## src/rtl/mbx_fifo_pkg.sv

```systemverilog
package mbx_fifo_pkg;
    localparam int STS_WM    = 0;
    localparam int STS_FULL  = 1;
    localparam int STS_EMPTY = 2;
    localparam int STS_UDF   = 3;
    localparam int STS_OVF   = 4;
    localparam int STS_W     = 5;

    localparam int EV_FULL   = 0;
    localparam int EV_EMPTY  = 1;
    localparam int EV_WMRISE = 2;
    localparam int EV_WMFALL = 3;
    localparam int EV_OVF    = 4;
    localparam int EV_UDF    = 5;
    localparam int EV_NEMPTY = 6;
    localparam int EV_W      = 7;

    typedef enum logic [1:0] {
        FS_EMPTY = 2'd0,
        FS_PART  = 2'd1,
        FS_FULL  = 2'd2
    } fill_state_e;
endpackage

```

## src/rtl/mbx_fifo_store.sv

```systemverilog
module mbx_fifo_store #(
    parameter int DEPTH = 32,
    parameter int DW    = 32
) (
    input  logic          clk,
    input  logic          rst_n,
    input  logic          flush_i,
    input  logic          wr_en_i,
    input  logic [DW-1:0] wr_data_i,
    input  logic          rd_en_i,
    output logic [DW-1:0] rd_data_o
);
    localparam int AW = (DEPTH > 1) ? $clog2(DEPTH) : 1;
    localparam logic [AW-1:0] LAST = AW'(DEPTH - 1);

    logic [DW-1:0] mem [DEPTH];
    logic [AW-1:0] wr_ptr;
    logic [AW-1:0] rd_ptr;

    always_ff @(posedge clk) begin
        if (wr_en_i && !flush_i) begin
            mem[wr_ptr] <= wr_data_i;
        end
    end

    always_ff @(posedge clk or negedge rst_n) begin
        if (!rst_n) begin
            wr_ptr <= '0;
            rd_ptr <= '0;
        end else if (flush_i) begin
            wr_ptr <= '0;
            rd_ptr <= '0;
        end else begin
            if (wr_en_i) begin
                wr_ptr <= (wr_ptr == LAST) ? '0 : wr_ptr + 1'b1;
            end
            if (rd_en_i) begin
                rd_ptr <= (rd_ptr == LAST) ? '0 : rd_ptr + 1'b1;
            end
        end
    end

    assign rd_data_o = mem[rd_ptr];
endmodule

```

## src/rtl/mbx_fifo_ctrl.sv

```systemverilog
module mbx_fifo_ctrl
    import mbx_fifo_pkg::*;
#(
    parameter int DEPTH = 32,
    parameter int CW    = $clog2(DEPTH + 1)
) (
    input  logic          clk,
    input  logic          rst_n,
    input  logic          flush_i,
    input  logic          push_i,
    input  logic          pop_i,
    output fill_state_e   state_o,
    output logic [CW-1:0] level_o,
    output logic [CW-1:0] level_nxt_o,
    output logic          do_push_o,
    output logic          do_pop_o,
    output logic          ovf_ev_o,
    output logic          udf_ev_o
);
    localparam logic [CW-1:0] LVL_FULL = CW'(DEPTH);
    localparam logic [CW-1:0] LVL_LAST = CW'(DEPTH - 1);

    fill_state_e   state_q, state_d;
    logic [CW-1:0] level_q, level_d;
    logic          pop_ok, push_ok;

    always_comb begin
        pop_ok    = pop_i && (state_q != FS_EMPTY);
        push_ok   = push_i && ((state_q != FS_FULL) || pop_ok);
        do_pop_o  = pop_ok && !flush_i;
        do_push_o = push_ok && !flush_i;
        ovf_ev_o  = !flush_i && push_i && !push_ok;
        udf_ev_o  = !flush_i && pop_i && (state_q == FS_EMPTY);
        if (flush_i) begin
            level_d = '0;
        end else begin
            level_d = level_q + CW'(do_push_o) - CW'(do_pop_o);
        end
    end

    always_comb begin
        state_d = state_q;
        unique case (state_q)
            FS_EMPTY: begin
                if (do_push_o) state_d = FS_PART;
            end
            FS_PART: begin
                if (do_push_o && !do_pop_o && level_q == LVL_LAST) begin
                    state_d = FS_FULL;
                end else if (do_pop_o && !do_push_o && level_q == CW'(1)) begin
                    state_d = FS_EMPTY;
                end
            end
            FS_FULL: begin
                if (do_pop_o && !do_push_o) state_d = FS_PART;
            end
            default: state_d = FS_EMPTY;
        endcase
        if (flush_i) state_d = FS_EMPTY;
    end

    always_ff @(posedge clk or negedge rst_n) begin
        if (!rst_n) begin
            state_q <= FS_EMPTY;
            level_q <= '0;
        end else begin
            state_q <= state_d;
            level_q <= level_d;
        end
    end

    assign state_o     = state_q;
    assign level_o     = level_q;
    assign level_nxt_o = level_d;

    p_no_overflow_r3: assert property (@(posedge clk) disable iff (!rst_n)
        (level_q == LVL_FULL && push_i && !pop_i && !flush_i) |=> (level_q == LVL_FULL))
        else $error("R3: level moved on a push into a full FIFO");

    p_pair_stable_r5: assert property (@(posedge clk) disable iff (!rst_n)
        (push_i && pop_i && !flush_i && level_q != '0) |=> $stable(level_q))
        else $error("R5: paired push and pop changed the level");

    p_state_level_r10: assert property (@(posedge clk) disable iff (!rst_n)
        ((state_q == FS_EMPTY) == (level_q == '0)) && ((state_q == FS_FULL) == (level_q == LVL_FULL)))
        else $error("R10: fill state disagrees with level");

    p_flush_r6: assert property (@(posedge clk) disable iff (!rst_n)
        flush_i |=> (level_q == '0 && state_q == FS_EMPTY))
        else $error("R6: flush left words behind");
endmodule

```

## src/rtl/mbx_fifo_mon.sv

```systemverilog
module mbx_fifo_mon
    import mbx_fifo_pkg::*;
#(
    parameter int DEPTH = 32,
    parameter int CW    = $clog2(DEPTH + 1)
) (
    input  logic            clk,
    input  logic            rst_n,
    input  logic            flush_i,
    input  logic            wm_we_i,
    input  logic [CW-1:0]   wm_data_i,
    input  logic [CW-1:0]   level_i,
    input  logic [CW-1:0]   level_nxt_i,
    input  logic            ovf_ev_i,
    input  logic            udf_ev_i,
    output logic            wm_hit_o,
    output logic            ovf_o,
    output logic            udf_o,
    output logic [EV_W-1:0] evt_o
);
    localparam logic [CW-1:0] LVL_FULL = CW'(DEPTH);

    logic [CW-1:0]   wm_q, wm_d;
    logic            ovf_q, udf_q;
    logic [EV_W-1:0] evt_q, evt_d;
    logic            hit_now, hit_nxt;

    always_comb begin
        wm_d    = wm_we_i ? wm_data_i : wm_q;
        hit_now = level_i >= wm_q;
        hit_nxt = level_nxt_i >= wm_d;
        evt_d   = '0;
        if (!flush_i) begin
            evt_d[EV_FULL]   = (level_nxt_i == LVL_FULL) && (level_i != LVL_FULL);
            evt_d[EV_EMPTY]  = (level_nxt_i == '0) && (level_i != '0);
            evt_d[EV_NEMPTY] = (level_nxt_i != '0) && (level_i == '0);
            evt_d[EV_WMRISE] = !hit_now && hit_nxt;
            evt_d[EV_WMFALL] = hit_now && !hit_nxt;
            evt_d[EV_OVF]    = ovf_ev_i;
            evt_d[EV_UDF]    = udf_ev_i;
        end
    end

    always_ff @(posedge clk or negedge rst_n) begin
        if (!rst_n) begin
            wm_q  <= LVL_FULL;
            ovf_q <= 1'b0;
            udf_q <= 1'b0;
            evt_q <= '0;
        end else begin
            wm_q  <= wm_d;
            evt_q <= evt_d;
            if (flush_i) begin
                ovf_q <= 1'b0;
                udf_q <= 1'b0;
            end else begin
                ovf_q <= ovf_q | ovf_ev_i;
                udf_q <= udf_q | udf_ev_i;
            end
        end
    end

    assign wm_hit_o = hit_now;
    assign ovf_o    = ovf_q;
    assign udf_o    = udf_q;
    assign evt_o    = evt_q;

    p_sticky_ovf_r3: assert property (@(posedge clk) disable iff (!rst_n)
        (ovf_q && !flush_i) |=> ovf_q)
        else $error("R3: overflow flag dropped without flush");

    p_sticky_udf_r4: assert property (@(posedge clk) disable iff (!rst_n)
        (udf_q && !flush_i) |=> udf_q)
        else $error("R4: underflow flag dropped without flush");

    p_wm_excl_r8: assert property (@(posedge clk) disable iff (!rst_n)
        $onehot0({evt_q[EV_WMRISE], evt_q[EV_WMFALL]}))
        else $error("R8: rise and fall pulsed together");
endmodule

```

## src/rtl/mbx_word_fifo.sv

```systemverilog
module mbx_word_fifo
    import mbx_fifo_pkg::*;
#(
    parameter int DEPTH = 32,
    parameter int DW    = 32,
    parameter int CW    = $clog2(DEPTH + 1)
) (
    input  logic              clk,
    input  logic              rst_n,
    input  logic              push_i,
    input  logic [DW-1:0]     push_data_i,
    input  logic              pop_i,
    output logic [DW-1:0]     pop_data_o,
    input  logic              wm_we_i,
    input  logic [CW-1:0]     wm_data_i,
    input  logic              ctrl_we_i,
    input  logic [31:0]       ctrl_data_i,
    output logic [CW-1:0]     level_o,
    output logic [STS_W-1:0]  status_o,
    output logic [EV_W-1:0]   evt_o
);
    fill_state_e   state;
    logic [CW-1:0] level, level_nxt;
    logic          flush, do_push, do_pop, ovf_ev, udf_ev;
    logic          wm_hit, ovf, udf;
    logic [DW-1:0] head;

    assign flush = ctrl_we_i && ctrl_data_i[0];

    mbx_fifo_ctrl #(.DEPTH(DEPTH), .CW(CW)) i_ctrl (
        .clk         (clk),
        .rst_n       (rst_n),
        .flush_i     (flush),
        .push_i      (push_i),
        .pop_i       (pop_i),
        .state_o     (state),
        .level_o     (level),
        .level_nxt_o (level_nxt),
        .do_push_o   (do_push),
        .do_pop_o    (do_pop),
        .ovf_ev_o    (ovf_ev),
        .udf_ev_o    (udf_ev)
    );

    mbx_fifo_store #(.DEPTH(DEPTH), .DW(DW)) i_store (
        .clk       (clk),
        .rst_n     (rst_n),
        .flush_i   (flush),
        .wr_en_i   (do_push),
        .wr_data_i (push_data_i),
        .rd_en_i   (do_pop),
        .rd_data_o (head)
    );

    mbx_fifo_mon #(.DEPTH(DEPTH), .CW(CW)) i_mon (
        .clk         (clk),
        .rst_n       (rst_n),
        .flush_i     (flush),
        .wm_we_i     (wm_we_i),
        .wm_data_i   (wm_data_i),
        .level_i     (level),
        .level_nxt_i (level_nxt),
        .ovf_ev_i    (ovf_ev),
        .udf_ev_i    (udf_ev),
        .wm_hit_o    (wm_hit),
        .ovf_o       (ovf),
        .udf_o       (udf),
        .evt_o       (evt_o)
    );

    always_comb begin
        status_o            = '0;
        status_o[STS_WM]    = wm_hit;
        status_o[STS_FULL]  = (state == FS_FULL);
        status_o[STS_EMPTY] = (state == FS_EMPTY);
        status_o[STS_UDF]   = udf;
        status_o[STS_OVF]   = ovf;
        pop_data_o          = (state == FS_EMPTY) ? '0 : head;
    end

    assign level_o = level;

    p_udf_event_r4: assert property (@(posedge clk) disable iff (!rst_n)
        (pop_i && !flush && level == '0) |=> (evt_o[EV_UDF] && status_o[STS_UDF]))
        else $error("R4: empty pop not reported");
endmodule

```

## config.mk

```make
export PLATFORM = sky130hd
export DESIGN_NAME = mbx_word_fifo
export DESIGN_NICKNAME = d
export VERILOG_FILES = /design/src/rtl/mbx_fifo_pkg.sv /design/src/rtl/mbx_fifo_store.sv /design/src/rtl/mbx_fifo_ctrl.sv /design/src/rtl/mbx_fifo_mon.sv /design/src/rtl/mbx_word_fifo.sv
export SDC_FILE = /design/constraint.sdc
export NUM_CORES = 1
export LEC_CHECK = 0
export BUFFER_PORTS_ARGS = -buffer_cell sky130_fd_sc_hd__buf_4
export CAP_MARGIN = 20
export CORE_ASPECT_RATIO = 0.8
export CORE_MARGIN = 2
export CORE_UTILIZATION = 45
export DETAILED_ROUTE_END_ITERATION = 8
export PLACE_DENSITY = 0.67
export SLEW_MARGIN = 15
export SYNTH_ARGS = -nofsm -noshare
export SYNTH_HDL_FRONTEND = slang
export SYNTH_SLANG_ARGS = --single-unit
```

## constraint.sdc

```tcl
create_clock -name clk -period 3.9 [get_ports clk]
set_clock_uncertainty 0.2 [all_clocks]
set_input_delay 0.78 -clock clk [delete_from_list [all_inputs] [get_ports clk]]
set_output_delay 0.78 -clock clk [all_outputs]
set_load 0.1 [all_outputs]
```

## Word-level counts from Yosys, hierarchy flattened

Memories as Yosys holds them, arrays and structs flattened.
Cells that the tools add are included.

- Flip-flop bits (word level): 33
- Memory bits (writable): 1024
- Input port bits: 76
- Logic and storage cells: 84
- Memories kept: 1

Memories:

| name | depth | width | rd ports | clocked after memory_dff | write ports | line | source |
|---|---|---|---|---|---|---|---|
| i_store.mem | 32 | 32 | 1 | 0 | 1 | mbx_fifo_store.sv:16 | `logic [DW-1:0] mem [DEPTH];` |

- $add $sub $neg: 4
- Order comparisons: 2
- Equality and inequality tests: 12
- Muxes and demuxes: 20
- Bitwise operators: 2
- Reduce and logical (&&, ||, !) cells: 35

Operators by type and width:

| cell | number |
|---|---|
| two-way mux 32 bit | 1 |
| two-way mux 5 bit | 6 |
| logical AND 1 bit | 19 |
| >= comparator 6 bit | 2 |
| logical NOT 6 bit | 2 |
| two-way mux 6 bit | 2 |
| nonzero test 6 bit | 2 |
| adder 5 x 1 -> 5 bit, second input constant | 2 |
| equality test 5 bit, second input constant | 2 |
| two-way mux 2 bit | 5 |
| two-way mux 7 bit | 1 |
| adder 6 x 1 -> 6 bit | 1 |
| equality test 6 x 1 -> 1 bit, second input constant | 1 |
| equality test 6 x 5 -> 1 bit, second input constant | 1 |
| equality test 6 bit, second input constant | 1 |
| logical NOT 1 bit | 6 |
| inequality test 3 x 1 -> 1 bit, second input constant | 2 |
| inequality test 6 bit, second input constant | 1 |
| one-hot mux 2 bit (3 select lines) | 1 |
| nonzero test 2 bit | 3 |
| subtractor 6 x 1 -> 6 bit | 1 |
| two-way mux 1 bit | 4 |
| inequality test 4 x 1 -> 1 bit, second input constant | 1 |
| AND reduction 3 bit | 1 |
| 6 further kinds | 7 |

## Longest topological paths before layout

Gate-level depths: netlist of run 1.

- Depth in word-level cells: 12
- Gate-level depth with buffers: 16
- Mapped depth without buffers: 16

## Cells and area by module

Synthesis of run 1 repeated with hierarchy kept, for this count alone.

- Cells, all modules: 2497
- Area, all modules: 42315.6 µm²

By module, submodules not included:

| module | times used | cells each | area each (µm²) | sequential area each (µm²) |
|---|---|---|---|---|
| mbx_fifo_store | 1 | 2287 | 40396.2 | 30999.7 |
| mbx_fifo_mon | 1 | 88 | 855.8 | 376.6 |
| mbx_fifo_ctrl | 1 | 76 | 694.4 | 200.2 |
| mbx_word_fifo | 1 | 46 | 369.1 | 0.0 |

## Worst setup path after synthesis of run 1

No wires, ideal clock.

- Path kind: flip-flop to flip-flop
- From: reg i_ctrl.state_q[1], in the netlist i_ctrl.state_o[1]
- To: reg i_mon.evt_q[2], in the netlist i_mon.evt_o[2]
- Library setup time: 134 ps
- Data arrival time: 3410 ps
- Required time: 3566 ps
- Path slack: 156 ps
- Cell stages (with the launch flop): 17
- Period minus slack after synthesis: 3744 ps
- Cell sequence: dfrtp_1 > nor2_1 > buf_2 > nor2_1 > ha_1 > inv_1 > ha_1 > fa_1 > a21oi_1 > o21bai_1 > xnor2_1 > nor2_1 > ha_1 > o21ai_0 > nor2_1 > o21ai_0 > a21oi_1

- Longest elaborated chain between the ends: 11
- Elaborated cells on any way between the ends: 13
- Those cells by class: add/sub: 2; order compare: 1; eq/ne: 1; mux: 2; reduce/logical: 7

RTL lines:

| what | line | source |
|---|---|---|
| start: declaration | mbx_fifo_ctrl.sv:23 | `fill_state_e state_q, state_d;` |
| start signal: assignment | mbx_fifo_ctrl.sv:67 | `state_q <= state_d;` |
| nonzero test 2 bit | mbx_fifo_ctrl.sv:28 | `pop_ok = pop_i && (state_q != FS_EMPTY);` |
| logical AND 1 bit | mbx_fifo_ctrl.sv:28 |  |
| logical OR 1 bit | mbx_fifo_ctrl.sv:29 | `push_ok = push_i && ((state_q != FS_FULL) \|\| pop_ok);` |
| logical AND 1 bit | mbx_fifo_ctrl.sv:29 |  |
| logical AND 1 bit | mbx_fifo_ctrl.sv:31 | `do_push_o = push_ok && !flush_i;` |
| adder 6 x 1 -> 6 bit | mbx_fifo_ctrl.sv:37 | `level_d = level_q + CW'(do_push_o) - CW'(do_pop_o);` |
| subtractor 6 x 1 -> 6 bit (*) | mbx_fifo_ctrl.sv:37 |  |
| two-way mux 6 bit (*) | mbx_fifo_ctrl.sv:34 | `if (flush_i) begin` |
| net i_ctrl.level_nxt_o[4] | mbx_fifo_ctrl.sv:14 | `output logic [CW-1:0] level_nxt_o,` |
| >= comparator 6 bit (*) | mbx_fifo_mon.sv:31 | `hit_nxt = level_nxt_i >= wm_d;` |
| logical AND 1 bit (*) | mbx_fifo_mon.sv:37 | `evt_d[EV_WMRISE] = !hit_now && hit_nxt;` |
| two-way mux 7 bit (*) | mbx_fifo_mon.sv:33 | `if (!flush_i) begin` |
| net i_mon.evt_d[2] | mbx_fifo_mon.sv:25 | `logic [EV_W-1:0] evt_q, evt_d;` |
| end signal: assignment | mbx_fifo_mon.sv:52 | `evt_q <= evt_d;` |
| end: declaration | mbx_fifo_mon.sv:25 |  |

Mark *: on every way through the listed nets, which the timed path passes. The rest lies on a longest branch.
A chain may end at the register's enable or synchronous reset.

## Final worst setup path of run 1

- From: reg i_store.rd_ptr[0]
- To: out pop_data_o[0]

- Longest elaborated chain between the ends: 2

RTL lines:

| what | line | source |
|---|---|---|
| start: declaration | mbx_fifo_store.sv:18 | `logic [AW-1:0] rd_ptr;` |
| start signal: assignment | mbx_fifo_store.sv:38 | `rd_ptr <= (rd_ptr == LAST) ? '0 : rd_ptr + 1'b1;` |
| memory (32 x 32 bit) | - |  |
| two-way mux 32 bit | mbx_word_fifo.sv:78 | `pop_data_o = (state == FS_EMPTY) ? '0 : head;` |
| end: declaration | mbx_word_fifo.sv:13 | `output logic [DW-1:0] pop_data_o,` |

No other way between the ends.

==> results of run 1 <==
[power breakdown]
group | total, mW | internal (mW) | switching (mW)
clock network | 9.10 | 5.07 | 4.03
logic | 5.30 | 2.19 | 3.11
registers | 12.8 | 12.7 | 0.112
[Yosys cell counts (all sizes together), types with 2 or more instances]
cell     instances  area, um^2
edfxtp        1024       30700
mux4           256        5770
a22oi          128         961
buf             58         343
nor2            58         218
clkbuf          40         151
nand4           35         219
dfrtp           32         801
ha              30         375
inv             23        86.3
nand2           19        71.3
a21oi           13        65.1
o21ai           11        58.8
o21a             6        45.0
nand3            5        25.0
nor3             5        25.0
a21o             4        30.0
and3             4        25.0
mux2i            4        40.0
nand2b           4        25.0
nand3b           4        30.0
and2             3        18.8
nor2b            3        18.8
nor3b            3        27.5
nor4b            3        45.0
a2111oi          2        17.5
a211oi           2        15.0
a31oi            2        12.5
nor4bb           2        20.0
or4              2        15.0
or4b             2        20.0
xnor2            2        17.5
[metal layers]
| metal | track usage | vias up | wire length, um |
|---|---|---|---|
| met5 | 0 | - | 0 |
| met4 | 0.0531 | 0 | 2100 |
| met3 | 0.0387 | 133 | 8420 |
| met2 | 0.334 | 935 | 47300 |
| met1 | 0.305 | 10958 | 40300 |
| li1 | - | 8263 | - |
[timing repair]
action / 4_1_cts / 5_1_grt
setup endpoints to repair: 32 / 31
hold buffers: 1 / 0
gates cloned: 5 / 7
resized for setup: 88 / 61
endpoints found under the hold margin: 32 / 0
buffers inserted: 16 / 28
pin swaps: 14 / 36
[area by class of cell]
class	instances	area, um^2	share of cell area
diodes	2	5.00	0.000104
clock inverters	54	447	0.00927
well taps	1200	1500	0.0312
inverters	23	86.3	0.00179
flip-flops and latches	1057	31600	0.656
clock buffers	121	2570	0.0533
repair buffers	276	3050	0.0634
multi-input cells	627	8920	0.185
[final timing paths]
check,from,endpoint,slack [ns],cells past startpoint
max in group asynchronous,rst_n,i_store.rd_ptr[1],2.73,2
setup / recovery,i_store.rd_ptr[0],pop_data_o[0],-0.05,7
min in group asynchronous,rst_n,i_ctrl.level_o[4],0.42,2
hold reg to reg,i_mon.udf_o,i_mon.udf_o,0.29,1
hold / removal,wm_data_i[0],i_mon.wm_q[0],0.16,2
setup reg to reg,i_ctrl.state_o[0],i_mon.evt_o[2],0.38,16
[kinds of logic (layout without fill, tap and decap cells)]
logic type	count (synthesis)	in the layout	share of synthesized area
multiplexers	261	261	0.144
other	0	2	0
AND/OR/NAND/NOR	157	157	0.0209
flip-flops	1057	1057	0.780
AO/OA/AOI/OAI	175	175	0.0313
adder cells (fa/ha/maj)	31	31	0.00976
buffers and inverters	121	474	0.0143
XOR/XNOR	3	3	0.000649
[metrics by stage]
stage	hold WS, ns	util
after global placement	0.275	0.490
after detailed placement	0.284	0.490
after global routing	0.150	0.540
final	0.165	0.540
after floorplan	0.250	-
after CTS	0.130	0.532
[registers in the layout, indices dropped and copies added (netlist names)]
name            cells
i_mon.evt_o         7
i_store.rd_ptr      5
i_store.wr_ptr      5
i_store.mem      1024
i_mon.ovf_o         1
i_mon.wm_q          6
i_ctrl.state_o      2
i_mon.udf_o         1
i_ctrl.level_o      6
[worst register-to-register path, cell delays in order, from the launching register on]
cell,delay [ns]
dfrtp_1,0.43
nor2_1,0.22
nor2_1,0.08
ha_1,0.28
inv_1,0.04
ha_1,0.21
fa_1,0.44
a21oi_1,0.15
o21bai_1,0.09
xnor2_1,0.22
nor2_1,0.09
ha_1,0.33
o21ai_0,0.23
buf_4,0.16
nor2_1,0.04
nand3_1,0.11
a21oi_1,0.07
==> reports/results.txt, run 1 <==
Post-synth EDFFs: 1,024
Final Worst Setup Slack: -0.0519 ns
Relative slew slack: 0.437
Commonest non-fill, non-tap cell in the layout: edfxtp_1
Clk buf depth: 3
Avg Inst Size Synth: 22.4 um^2
# setup viols final: 7
Worst EP arrival: 2.97 ns
GRT overflow: 0
Top cell family by delay on the critical path: buffers and inverters
Die Wd: 339 um
Number of global-route vias before repair: 20,371
Nets: 2,189
Worst ir drop on vdd: 0.422 mV
Number of port buffers: 94
Routed wire length: 98,200 um
DPL Wire Length: 52,400 um
Crit path capture type: primary output
Residual antenna-violating net count after detailed routing: 0
Share of cells above drive strength 1: 0.356
Fin area: 48,200 um^2
Synth async-reset ratio: 0.0312
Outcome: complete, but fails checks
Register area share after synthesis: 0.780
Failing checks: negative setup slack
IO Pins: 126
Placed Area: 43,800 um^2
Clk Latency, worst-skew pair: 0.67 ns
Synthesized instance count: 1,805
Max-slew violation count: 0
Non-Filler Instances: 3,360
Distinct cells, synth: 55
Starting Density: 0.454
RSZ-0062 raised after global routing: true
Final Critical Period: 3.95 ns
Slowest cell on crit path: mux4_2
Mapped cell area: 40,500 um^2
CP Cell Sequence: buf_12 > buf_16 > buf_12 > mux4_2 > a22oi_2 > nand4_1 > buf_12
Syn_nets: 1,912
CTS tree: done
Setup TNS: -0.141 ns
Static Leakage: 15.2 nW
FMAX: 0.253 GHz
WP buf/inv: 4
Dominant register cell in the synthesized netlist: edfxtp_1
Worst-path clk slew: 0.06 ns
GPL Wtd Cong: 0.764
Maximum fanout along the worst path: 7
Startpoint types: register
Drt pass-1 iters: 5
Pwr Total: 27.2 mW
Drt wl/cell: 29.2 um
WS Path Type: register to primary output
PD cells: 564 nW/um^2
Worst hold-check path type: input pin to register
CTS Buf Count: 97
Placed insts: 3,127
Die height: 272 um
Pre-CTS setup slack: 0.0399 ns
H-tree levels: 3
Total number of vias: 20,289
Pin count of the biggest net entering global routing: 46
Root buffer cell: clkbuf_16
Initial antenna violation count: 2
Worst-Margin Slew: 0.842 ns
Initial DRC Count: 2,339
Required time worst endpoint: 2.92 ns
Placeable Area: 89,300 um^2
GRT Resource Usage Total: 0.211
Period utilisation layout: 1.01
Die ar.: 92,400 um^2
Commonest cells after routing, fill and taps aside: edfxtp_1, mux4_2, buf_4
Sink Count: 1,057
Max_cap viols: 0
Final hold violation count: 0
First-pass GRT wire length: 141,000 um
DRC errors left: 0
#FFs+latches synth: 1,057
CP dominant cell by count: buf_12
Via density: 6.04
Layout area overhead: 18.9%
Yosys Warn Count: 0
# rows: 98
CP max stage delay: 0.54 ns
Fill cells: 6,708
Note: power is estimated with default switching activity, not from simulation.
==> run 2: changes to the inputs <==
Settings changed: BUFFER_PORTS_ARGS -buffer_cell sky130_fd_sc_hd__buf_4 to -buffer_cell sky130_fd_sc_hd__buf_2, MAX_ROUTING_LAYER set to met4.
==> run 2 against run 1 <==
The flow still finishes with violations (negative setup slack). Clock power increased by 3.4%. Global-route usage is 0.86 points higher. Worst setup slack improved by 0.032 ns. Critical path type unchanged.
==> reports/results.txt, run 2 (synthesis results as in run 1) <==
Outcome: complete, but fails checks (unchanged)
Failing checks: negative setup slack (unchanged)
Max_cap viols: 0 (unchanged)
IO Pins: 126 (unchanged)
DPL Wire Length: 52,300 um (was 52,400 um)
Combinational power share: 0.196 (was 0.195)
HP Start: wm_data_i[0] (unchanged)
Worst-Margin Slew: 0.770 ns (was 0.842 ns)
CP Cell Sequence: buf_12 > buf_12 > buf_16 > mux4_2 > a22oi_2 > nand4_1 > buf_12 (was buf_12 > buf_16 > buf_12 > mux4_2 > a22oi_2 > nand4_1 > buf_12)
Relative slew slack: 0.487 (was 0.437)
Clock power frac: 0.341 (was 0.335)
H-tree levels: 3 (unchanged)
Final Critical Period: 3.92 ns (was 3.95 ns)
Sw power: 7.32 mW (was 7.25 mW)
Placed insts: 3,107 (was 3,127)
# rows: 98 (unchanged)
Worst Setup SP: i_store.rd_ptr[0] (unchanged)
Initial antenna violation count: 5 (was 2)
DRC errors left: 0 (unchanged)
Total number of vias: 20,176 (was 20,289)
Slowest cell on crit path: mux4_2 (unchanged)
Met2 GRT Util: 0.340 (was 0.334)
Number of global-route vias before repair: 20,469 (was 20,371)
Int Pwr: 20.3 mW (was 19.9 mW)
Clk Latency, worst-skew pair: 0.67 ns (about the same)
Reg-to-Reg Start: i_ctrl.state_o[1] (was i_ctrl.state_o[0])
Nets: 2,160 (was 2,189)
GPL Wtd Cong: 0.790 (was 0.764)
Worst EP arrival: 2.94 ns (was 2.97 ns)
Residual antenna-violating net count after detailed routing: 0 (unchanged)
Number of port buffers: 94 (unchanged)
CTS Buf Count: 100 (was 97)
Switching share of power: 0.265 (was 0.267)
Hold_ws: 0.185 ns (was 0.165 ns)
Drt wl/cell: 29.6 um (was 29.2 um)
Multi-input gate area: 9040 um^2 (was 8920 um^2)
Fin area: 48,400 um^2 (was 48,200 um^2)
Placed Area: 43,900 um^2 (was 43,800 um^2)
Largest register FFs: 1,024 (unchanged)
Commonest non-fill, non-tap cell in the layout: edfxtp_1 (unchanged)
Worst ir drop on vdd: 0.465 mV (was 0.422 mV)
Top cell family by delay on the critical path: buffers and inverters (unchanged)
Share of cells above drive strength 1: 0.353 (was 0.356)
Initial DRC Count: 2,383 (was 2,339)
Final Worst Setup Slack: -0.0198 ns (was -0.0519 ns)
CP max stage delay: 0.51 ns (was 0.54 ns)
GRT Resource Usage Total: 0.219 (was 0.211)
Placeable Area: 89,300 um^2 (unchanged)
GR peak layer: met2 (unchanged)
Die ar.: 92,400 um^2 (unchanged)
Layout area overhead: 19.5% (was 18.9%)
Sequential power share: 0.463 (was 0.470)
Sink Count: 1,057 (unchanged)
Crit path capture type: primary output (unchanged)
Die height: 272 um (unchanged)
Required time worst endpoint: 2.92 ns (about the same)
RSZ-0062 raised after global routing: true (unchanged)
Pin count of the biggest net entering global routing: 63 (was 46)
Reg with most FFs: i_store.mem (unchanged)
Clk buf depth: 3 (unchanged)
Via density: 6.06 (was 6.04)
# setup viols final: 4 (was 7)
FMAX: 0.255 GHz (was 0.253 GHz)
Drt pass-1 iters: 5 (unchanged)
WP buf/inv: 4 (unchanged)
CTS tree: done (unchanged)
Startpoint types: register (unchanged)
Pre-CTS setup slack: 0.0265 ns (was 0.0399 ns)
Final hold violation count: 0 (unchanged)
Fill cells: 6,629 (was 6,708)
Routed wire length: 98,500 um (was 98,200 um)
First-pass GRT wire length: 142,000 um (was 141,000 um)
Max-slew violation count: 0 (unchanged)
FF+latch area: 31,600 um^2 (unchanged)
GRT overflow: 0 (unchanged)
Met1 layer usage reported by global route: 0.300 (was 0.305)
Maximum fanout along the worst path: 7 (unchanged)
WS Path Type: register to primary output (unchanged)
PD cells: 570 nW/um^2 (was 564 nW/um^2)
Pwr Total: 27.6 mW (was 27.2 mW)
Root buffer cell: clkbuf_16 (unchanged)
CP dominant cell by count: buf_12 (unchanged)
Worst hold-check path type: input pin to register (unchanged)
Die Wd: 339 um (unchanged)
Starting Density: 0.454 (unchanged)
Worst-path clk slew: 0.06 ns (about the same)
Non-Filler Instances: 3,331 (was 3,360)
Met3 Resource Use GR: 0.0458 (was 0.0387)
Period utilisation layout: 1.01 (about the same)
Commonest cells after routing, fill and taps aside: edfxtp_1, mux4_2, clkbuf_16 (was edfxtp_1, mux4_2, buf_4)
Static Leakage: 15.2 nW (about the same)
run 2: changes by cell type in the layout (fill, tap and decap cells not counted), moves of 10 or more:
cell     delta
buf_6      -16
buf_12     +19
a22oi_2    +23
buf_2      +62
buf_4     -101
buf_16     +13
buf_8      -10
a22oi_1    -23
run 2: layout make-up:
class,count,area share
tap,1200,0.0310
clock buffer,126,0.0537
sequential,1057,0.653
timing repair buffer,244,0.0630
antenna,5,0.000259
multi-input combinational,627,0.187
clock inverter,49,0.0106
inverter,23,0.00178
run 2: worst register-to-register path, delay by kind of cell (launching register included):
kind | cells | cell delay, ns
xor gates and xnor gates | 1 | 0.22
buffers and inverters | 1 | 0.04
AOI/OAI and AO/OA | 5 | 0.78
DFF | 1 | 0.45
and+or+nand+nor | 4 | 0.48
adders and majority gates | 4 | 1.26
run 2: metal layers:
| metal | share of wire | routed length (um) | vias to the layer above |
|---|---|---|---|
| met4 | 0.022 | 2190 | 0 |
| li1 | - | - | 8215 |
| met1 | 0.41 | 40200 | 10845 |
| met5 | 0 | 0 | - |
| met3 | 0.085 | 8340 | 154 |
| met2 | 0.48 | 47700 | 962 |
run 2: stage by stage:
stage / util / TNS [ns]
floorplan: - / 0
global placement: 0.492 / -0.00871
detailed placement: 0.492 / 0
CTS: 0.538 / -0.727
global route: 0.542 / -1.19
finish: 0.542 / -0.0694
run 2: what timing repair did:
action,CTS,global route
gates cloned,16,9
endpoints found under the hold margin,30,0
pin swaps,35,46
gates resized for setup,85,28
buffers inserted,18,3
hold buffers,1,0
setup endpoints to repair,32,30
run 2: path summary, 6_finish.rpt:
path                                      to  slack, ns  cells past startpoint
setup / recovery              pop_data_o[23]      -0.02                      7
hold / removal                 i_mon.wm_q[0]       0.19                      2
setup reg to reg              i_mon.evt_o[2]       0.34                     15
hold reg to reg                  i_mon.udf_o       0.28                      1
max in group asynchronous  i_store.rd_ptr[1]       2.38                      2
min in group asynchronous     i_mon.evt_o[6]       0.53                      2
run 2: power groups by stage:
stage / sequential, mW / clock [mW] / combinational, mW
6_report: 12.8 / 9.41 / 5.41
5_1_grt: 12.8 / 10.0 / 5.71
4_1_cts: 12.8 / 9.55 / 5.33
3_5_place_dp: 13.0 / 0 / 4.84
3_3_place_gp: 13.0 / 0 / 4.76
2_1_floorplan: 13.3 / 0 / 3.05
==> run 3: changes to the inputs <==
Settings changed: BUFFER_PORTS_ARGS -buffer_cell sky130_fd_sc_hd__buf_2 to -buffer_cell sky130_fd_sc_hd__buf_4.
==> run 3 against run 2 <==
The flow still finishes with violations (negative setup slack). Flip-flop and latch count unchanged. Die area unchanged. Worst setup slack got worse by 0.034 ns. Clock power decreased by 3.4%. Critical endpoint is now pop_data_o[0].
==> reports/results.txt, run 3 (synthesis results as in run 1) <==
CTS Buf Count: 97 (was 100)
H-tree levels: 3 (unchanged)
R2R cell count: 16 (was 15)
Initial DRC Count: 2,212 (was 2,383)
Required time worst endpoint: 2.92 ns (about the same)
Sw power: 7.23 mW (was 7.32 mW)
Die ar.: 92,400 um^2 (unchanged)
Outcome: complete, but fails checks (unchanged)
DPL Wire Length: 52,400 um (was 52,300 um)
Capturing point of the worst reg2reg path: i_mon.evt_o[2] (unchanged)
PD cells: 564 nW/um^2 (was 570 nW/um^2)
Final Worst Setup Slack: -0.0535 ns (was -0.0198 ns)
Commonest cells after routing, fill and taps aside: edfxtp_1, mux4_2, buf_4 (was edfxtp_1, mux4_2, clkbuf_16)
Static Leakage: 15.2 nW (about the same)
Starting Density: 0.454 (unchanged)
Failing checks: negative setup slack (unchanged)
Final Critical Period: 3.95 ns (was 3.92 ns)
IO Pins: 126 (unchanged)
Pin count of the biggest net entering global routing: 46 (was 63)
Worst-path clk slew: 0.06 ns (about the same)
Fill cells: 6,704 (was 6,629)
Clk Latency, worst-skew pair: 0.68 ns (was 0.67 ns)
Int Pwr: 19.9 mW (was 20.3 mW)
Root buffer cell: clkbuf_16 (unchanged)
Number of global-route vias before repair: 20,353 (was 20,469)
Total number of vias: 20,272 (was 20,176)
Fin area: 48,200 um^2 (was 48,400 um^2)
Reg with most FFs: i_store.mem (unchanged)
Share of cells above drive strength 1: 0.356 (was 0.353)
Hold_ws: 0.169 ns (was 0.185 ns)
Final hold violation count: 0 (unchanged)
Non-Filler Instances: 3,356 (was 3,331)
Clk buf depth: 3 (unchanged)
Drt wl/cell: 29.2 um (was 29.6 um)
Worst EP arrival: 2.97 ns (was 2.94 ns)
Reg-to-Reg Start: i_ctrl.state_o[0] (was i_ctrl.state_o[1])
DRC errors left: 0 (unchanged)
Number of port buffers: 94 (unchanged)
Worst hold-check path type: input pin to register (unchanged)
Nets: 2,185 (was 2,160)
Met1 layer usage reported by global route: 0.305 (was 0.300)
Switching share of power: 0.266 (was 0.265)
Die height: 272 um (unchanged)
Maximum fanout along the worst path: 7 (unchanged)
Relative slew slack: 0.432 (was 0.487)
Placed Area: 43,800 um^2 (was 43,900 um^2)
Met3 Resource Use GR: 0.0387 (was 0.0458)
Sink Count: 1,057 (unchanged)
GR peak layer: met2 (unchanged)
Worst Setup SP: i_store.rd_ptr[0] (unchanged)
GRT overflow: 0 (unchanged)
Critical path destination: pop_data_o[0] (was pop_data_o[23])
# rows: 98 (unchanged)
WS Path Type: register to primary output (unchanged)
First-pass GRT wire length: 141,000 um (was 142,000 um)
Via density: 6.04 (was 6.06)
Die Wd: 339 um (unchanged)
Max_cap viols: 0 (unchanged)
Combinational power share: 0.195 (was 0.196)
Crit path capture type: primary output (unchanged)
Sequential power share: 0.470 (was 0.463)
Pwr Total: 27.2 mW (was 27.6 mW)
Worst ir drop on vdd: 0.425 mV (was 0.465 mV)
Worst reg2reg setup slack: 0.43 ns (was 0.34 ns)
FMAX: 0.253 GHz (was 0.255 GHz)
Residual antenna-violating net count after detailed routing: 0 (unchanged)
Largest register FFs: 1,024 (unchanged)
Pre-CTS setup slack: 0.0399 ns (was 0.0265 ns)
Startpoint types: register (unchanged)
GPL Wtd Cong: 0.775 (was 0.790)
Initial antenna violation count: 2 (was 5)
# setup viols final: 4 (unchanged)
Clock power frac: 0.335 (was 0.341)
Met2 GRT Util: 0.335 (was 0.340)
Worst-Margin Slew: 0.849 ns (was 0.770 ns)
Max-slew violation count: 0 (unchanged)
CTS tree: done (unchanged)
Commonest non-fill, non-tap cell in the layout: edfxtp_1 (unchanged)
GRT Resource Usage Total: 0.217 (was 0.219)
Routed wire length: 98,000 um (was 98,500 um)
Layout area overhead: 18.9% (was 19.5%)
Placed insts: 3,127 (was 3,107)
Drt pass-1 iters: 8 (was 5)
Period utilisation layout: 1.01 (about the same)
Placeable Area: 89,300 um^2 (unchanged)
RSZ-0062 raised after global routing: true (unchanged)
run 3: final cells by class:
cell class,instances,area [um^2],area share
antenna,2,5.00,0.000104
clock buffer,121,2570,0.0533
clock inverter,54,447,0.00927
inverter,23,86.3,0.00179
multi-input combinational,627,8930,0.185
sequential,1057,31600,0.656
tap,1200,1500,0.0312
timing repair buffer,272,3050,0.0634
run 3: power groups by stage:
stage / registers [mW] / clock network, mW / logic (mW)
5_1_grt: 12.8 / 9.69 / 5.61
6_report: 12.8 / 9.09 / 5.30
2_1_floorplan: 13.3 / 0 / 3.05
4_1_cts: 12.8 / 9.25 / 5.08
3_3_place_gp: 13.0 / 0 / 4.57
3_5_place_dp: 13.1 / 0 / 4.66
run 3: repair_timing:
action,in CTS,in global routing
cloned,5,6
endpoints found under the hold margin,32,0
resized for setup,88,66
setup buffers,16,24
setup endpoints to repair,32,31
pin swaps,14,38
hold buffers,1,0
run 3: per-stage QoR:
stage               TNS (ns)   util
global route           -1.47  0.540
finish                -0.160  0.540
CTS                   -0.649  0.532
floorplan                  0      -
detailed placement         0  0.490
global placement     -0.0322  0.490
run 3: worst min-delay path by stage:
stage	to	start	slack, ns	cells after the start
floorplan	i_mon.udf_o	i_mon.udf_o	0.25	1
global placement	i_mon.udf_o	i_mon.udf_o	0.27	1
detailed placement	i_mon.udf_o	i_mon.udf_o	0.28	1
CTS	i_mon.wm_q[0]	wm_data_i[0]	0.13	2
global route	i_mon.wm_q[0]	wm_data_i[0]	0.15	2
finish	i_mon.wm_q[0]	wm_data_i[0]	0.17	2
run 3: critical path: stages, from the launching register on:
cell and delay [ns]:
dfrtp_4 0.46, buf_12 0.17, buf_16 0.16, buf_12 0.15, mux4_2 0.54, a22oi_2 0.17
nand4_1 0.33, buf_12 0.30
run 3: routing by layer:
layer / part of all wire / wire [um]
met2: 0.48 / 47400
met3: 0.081 / 7950
met5: 0 / 0
met4: 0.021 / 2050
met1: 0.41 / 40600
